File: config.mk
export PLATFORM = sky130hd
export DESIGN_NAME = bist_scan_engine
export DESIGN_NICKNAME = d
export VERILOG_FILES = /design/src/rtl/bist_scan_engine.sv
export SDC_FILE = /design/constraint.sdc
export NUM_CORES = 1
export LEC_CHECK = 0
export ABC_AREA = 0
export BUFFER_PORTS_ARGS = -buffer_cell sky130_fd_sc_hd__buf_4
export CAP_MARGIN = 20
export CELL_PAD_IN_SITES_DETAIL_PLACEMENT = 0
export CELL_PAD_IN_SITES_GLOBAL_PLACEMENT = 1
export CORE_AREA = 2 2 79 74
export CTS_CLUSTER_DIAMETER = 150
export DETAILED_ROUTE_END_ITERATION = 10
export DIE_AREA = 0 0 81 76
export GPL_TIMING_DRIVEN = 0
export PLACE_DENSITY_LB_ADDON = 0.1
export REMOVE_ABC_BUFFERS = 1
export SLEW_MARGIN = 0
export SYNTH_ARGS = -nofsm -noshare
export SYNTH_HDL_FRONTEND = slang
export SYNTH_SLANG_ARGS = --single-unit
File: constraint.sdc
create_clock -name tck -period 1.7 [get_ports tck]
set_input_delay 0.17 -clock tck [delete_from_list [all_inputs] [get_ports tck]]
set_output_delay 0.17 -clock tck [all_outputs]
set_load 0.05 [all_outputs]
File: src/rtl/bist_scan_engine.sv
module bist_scan_engine #(
  parameter int CELLS = 8,
  parameter logic [2*CELLS-1:0] TAPS_FULL = 16'h002D,
  parameter logic [CELLS-1:0]   TAPS_HALF = 8'h1D
) (
  input  logic                 tck,
  input  logic                 rst_n,
  input  logic                 runtest_en,
  input  logic                 tap_idle,
  input  logic [1:0]           opcode,
  input  logic [CELLS-1:0]     pin_in,
  input  logic                 load_en,
  input  logic [2*CELLS+1:0]   load_data,
  input  logic                 update_en,
  output logic [2*CELLS+1:0]   shift_q,
  output logic [CELLS-1:0]     core_in,
  output logic [CELLS-1:0]     pin_out,
  output logic                 pin_oe
);
  localparam int DW = 2 * CELLS;
  localparam int TW = DW + 2;

  logic            step, upd_q;
  logic [TW-1:0]   shadow_q;
  logic [CELLS-1:0] in_s, out_s, in_nx, out_nx;
  logic [DW-1:0]   full, full_step;

  assign step      = runtest_en & tap_idle;
  assign in_s      = shift_q[CELLS-1:0];
  assign out_s     = shift_q[DW-1:CELLS];
  assign full      = shift_q[DW-1:0];
  assign full_step = {^(full & TAPS_FULL), full[DW-1:1]};

  always_comb begin
    case (opcode)
      2'b00:   {out_nx, in_nx} = {~out_s, pin_in};
      2'b01:   {out_nx, in_nx} = full_step;
      2'b10:   {out_nx, in_nx} = full_step ^ {{CELLS{1'b0}}, pin_in};
      default: begin
        in_nx  = {^(in_s & TAPS_HALF), in_s[CELLS-1:1]} ^ pin_in;
        out_nx = {^(out_s & TAPS_HALF), out_s[CELLS-1:1]};
      end
    endcase
  end

  always_ff @(posedge tck or negedge rst_n) begin
    if (!rst_n) begin
      shift_q <= '0;
      upd_q   <= 1'b0;
    end else begin
      upd_q <= step | update_en;
      if (step)
        shift_q[DW-1:0] <= {out_nx, in_nx};
      else if (load_en)
        shift_q <= load_data;
    end
  end

  always_ff @(negedge tck or negedge rst_n) begin
    if (!rst_n)
      shadow_q <= '0;
    else if (upd_q)
      shadow_q <= shift_q;
  end

  assign core_in = shadow_q[CELLS-1:0];
  assign pin_out = shadow_q[DW-1:CELLS];
  assign pin_oe  = shadow_q[DW];
endmodule


==> impl_summary.log <==
[metrics] result of the run: complete, but fails checks
[metrics] failing checks: negative setup slack
[metrics] setup slack after layout: -0.2306 ns
[metrics] WL per Instance: approximately 15 um
[metrics] Yosys warning count: 0
[metrics] level count of the clock H-tree: 2
[metrics] buffer cell driving the clock tree root: sky130_fd_sc_hd__clkbuf_8
[metrics] power consumption: 3.038 mW
[metrics] hold path endpoint: upd_q
[metrics] starting density of the core: between 30% and 40%
[metrics] post-synthesis sequential element count: 36
[metrics] unrepaired setup endpoints after global routing: true
[metrics] FF-to-FF Start: upd_q
[metrics] endpoint of the lowest-slack register-to-register path: shadow_q[1]
[metrics] count of antenna diodes in the layout: 0
[metrics] CTS Sinks: 36
[metrics] maximum fanout along the worst path: 9
[metrics] area enclosed by the die boundary: slightly above 0.006 mm2
[metrics] worst hold slack: 0.08053 ns
[metrics] final total negative setup slack: -7.151 ns
[metrics] estimated wirelength of the detail-placed design: roughly 3100 um
[metrics] maximum root-to-sink buffer count: 2
[metrics] via count of the first global-routing pass: approximately 1600
[metrics] fraction of layout instances using a drive strength above 1: 42.06%
[metrics] number of nets in the final layout: 289
[metrics] drt total wl: roughly 4700 um
[metrics] number of cells in the design after placement: ~310
[metrics] CTS tree: done
[metrics] number of endpoints with negative hold slack in the final report: 0
[metrics] Setup CP Type: flop to flop
[metrics] Die Span Y: about 76 um
[metrics] global route total overflow: 0
[metrics] post-route cell area: 0.002700 mm2
[metrics] number of antenna violations at the first check in global routing: 0
[metrics] latest clock arrival within the worst-skew pair: around 0.3 ns
[metrics] Worst Setup End Kind: flop
[metrics] Layout Area Growth over Synthesis: 40.95%
[metrics] Max-cap violations: 0
[metrics] largest net degree at the start of global routing: 37
[metrics] transition time of the tightest slew-check pin: 0.6825 ns
[metrics] min-delay src: update_en
[metrics] floorplan die width: approximately 81 um
[metrics] type of the tightest min-delay check: input pin to flop
[metrics] routability cong.: around 0.67
[metrics] share of synthesized area occupied by flip-flops and latches: roughly 47%
[metrics] worst clock skew: approximately 0.0079 ns
[metrics] count of cells along the worst register-to-register path: 2
[metrics] count of input and output buffers: 68
[metrics] summed instance area of the synthesized netlist: 0.001916 mm2
[metrics] arrival time at the worst endpoint: approximately 1.2 ns
[metrics] Syn Area/Cell: roughly 11 um2
[metrics] count of vias placed by the detailed router: around 1600
[metrics] power density relative to cell area: approximately 1100 mW/mm2
[metrics] Cell variety after synth: 32
[metrics] total routing usage reported by global routing: about 16%
[metrics] cell area after placement: between 0.002 and 0.0025 mm2
[metrics] Detailed Routing Iterations Pass 1: 3
[metrics] number of DRC markers after the initial detailed-route iteration: 42
[metrics] Core Util, Final: 50.00%
[metrics] fin cells: ~320
[metrics] worst slack after detailed placement: -0.6469 ns
[metrics] LEAKAGE: 1.214 nW
[metrics] worst reg2reg setup slack: -0.23 ns
[metrics] number of buffers created by CTS: 5
[metrics] gate count of the mapped netlist: 182
[metrics] Max-slew headroom: between 50 and 60%
[metrics] number of cells on the worst hold path: 2
[metrics] number of rows in the core area: 26
[metrics] first-pass GRT wire length: about 7600 um
[metrics] placeable core region: 0.005400 mm2
[metrics] FF+latch area: 904.6 um2
[metrics] Peak supply drop: 618.1 uV
[metrics] Reg clk slew, reported paths: about 0.070 ns
[metrics] critical path launch point type: flop
[metrics] number of max-slew violations in the final report: 0
[metrics] area used by multi-input combinational logic: 960.9 um2
[metrics] antenna-violating nets left: 0
[metrics] endpoints failing setup: 34
[metrics] drt drc: 0
[metrics] via density per instance: about 5
[metrics] Worst Path Required: 0.99 ns
[metrics] number of primary I/O pins: between 60 and 70
[metrics] fill cell instance count of the final layout: just over 500
[worst max-delay path, stage by stage (launching register included)]
cell                      delay [ns]
sky130_fd_sc_hd__dfrtp_4        0.51
sky130_fd_sc_hd__buf_12         0.16
sky130_fd_sc_hd__mux2_2         0.27
[synthesized netlist by cell type (all sizes together)]
cell type / instances / area share (%)
o31ai: 1 / 0.65
nand2: 3 / 0.59
a31oi: 8 / 2.6
xor3: 1 / 1.2
inv: 2 / 0.39
nor3b: 2 / 0.78
and2: 1 / 0.33
nand2b: 3 / 0.98
nor2: 21 / 4.1
or3: 1 / 0.33
dfrtn: 17 / 22
and4: 1 / 0.59
xor2: 3 / 1.4
o21ai: 16 / 4.2
or2: 2 / 0.65
a211o: 1 / 0.46
a211oi: 15 / 5.9
dfrtp: 19 / 25
a21oi: 8 / 2.1
clkbuf: 5 / 0.98
ha: 4 / 2.6
mux2i: 7 / 3.7
nor2b: 9 / 2.9
and3: 1 / 0.33
nor3: 1 / 0.26
mux2: 20 / 12
a2111oi: 1 / 0.46
a221o: 1 / 0.52
buf: 7 / 1.8
xnor2: 1 / 0.46
[flip-flops by register name (all words and copies together) (netlist names)]
register  flops
shadow_q     17
upd_q         1
shift_q      18
[what timing repair did]
action / in CTS / in global routing
pin swaps: 0 / 0
hold buffers: 1 / 0
buffers inserted: 3 / 2
resized for setup: 19 / 2
endpoints found under the hold margin: 19 / 0
setup endpoints to repair: 34 / 35
[kinds of logic (layout without fill, tap and decap cells)]
kind of cell	after synthesis	after routing	synth area share, %
adder cells (fa/ha/maj)	4	4	2.613
buffers and inverters	14	84	3.135
AO/OA/AOI/OAI	51	51	16.85
AND/OR/NAND/NOR	45	45	11.89
flip-flops	36	36	47.03
XOR/XNOR	5	5	3.070
multiplexers	27	27	15.42
[cell usage in the layout (no fill, tap or decap), drive strengths merged]
| cell | count |
|---|---|
| buf | 73 |
| nor2 | 21 |
| mux2 | 20 |
| dfrtp | 19 |
| dfrtn | 17 |
| o21ai | 16 |
| a211oi | 15 |
| nor2b | 9 |
| a21oi | 8 |
| a31oi | 8 |
| mux2i | 7 |
| clkbuf | 6 |
| ha | 4 |
| nand2 | 3 |
| nand2b | 3 |
| xor2 | 3 |
| inv | 2 |
| nor3b | 2 |
| clkinv | 2 |
| or2 | 2 |
| and2 | 1 |
| or3 | 1 |
| a211o | 1 |
| and4 | 1 |
| a221o | 1 |
| o31ai | 1 |
| xnor2 | 1 |
| and3 | 1 |
| xor3 | 1 |
| a2111oi | 1 |
| nor3 | 1 |
| dlygate4sd3 | 1 |
[routing by layer]
layer / vias up / wire, um / global-route usage [%]
met1: 756 / 2192 / 21.74
met3: 7 / 276 / 4.621
met2: 42 / 2193 / 24.21
met4: 0 / 63 / 5.085
met5: - / 0 / 0
li1: 791 / - / -
[layout make-up]
cell class	count	area share [%]
well taps	70	3.244
multi-input cells	132	35.59
clock inverters	2	0.3707
inverters	2	0.2780
repair buffers	74	23.96
clock buffers	6	3.058
flip-flops and latches	36	33.50
[worst max path at each step]
| stage | end | from | slack [ns] | depth (start not counted) |
|---|---|---|---|---|
| after floorplan | shadow_q[4] | upd_q | -0.32 | 1 |
| after global placement | shadow_q[3] | upd_q | -0.62 | 1 |
| after detailed placement | shadow_q[14] | upd_q | -0.65 | 1 |
| after CTS | shadow_q[1] | upd_q | -0.23 | 2 |
| after global routing | shadow_q[1] | upd_q | -0.26 | 2 |
| final | shadow_q[1] | upd_q | -0.23 | 2 |
[report_power, final]
part / total, mW / leakage, nW / internal (mW) / switching, mW
registers: 1.15 / 0.415 / 1.00 / 0.147
clock network: 0.633 / 0.0510 / 0.323 / 0.310
logic: 1.25 / 0.748 / 0.503 / 0.750
total: 3.04 / 1.21 / 1.83 / 1.21
Note: power is estimated with default switching activity, not from simulation.
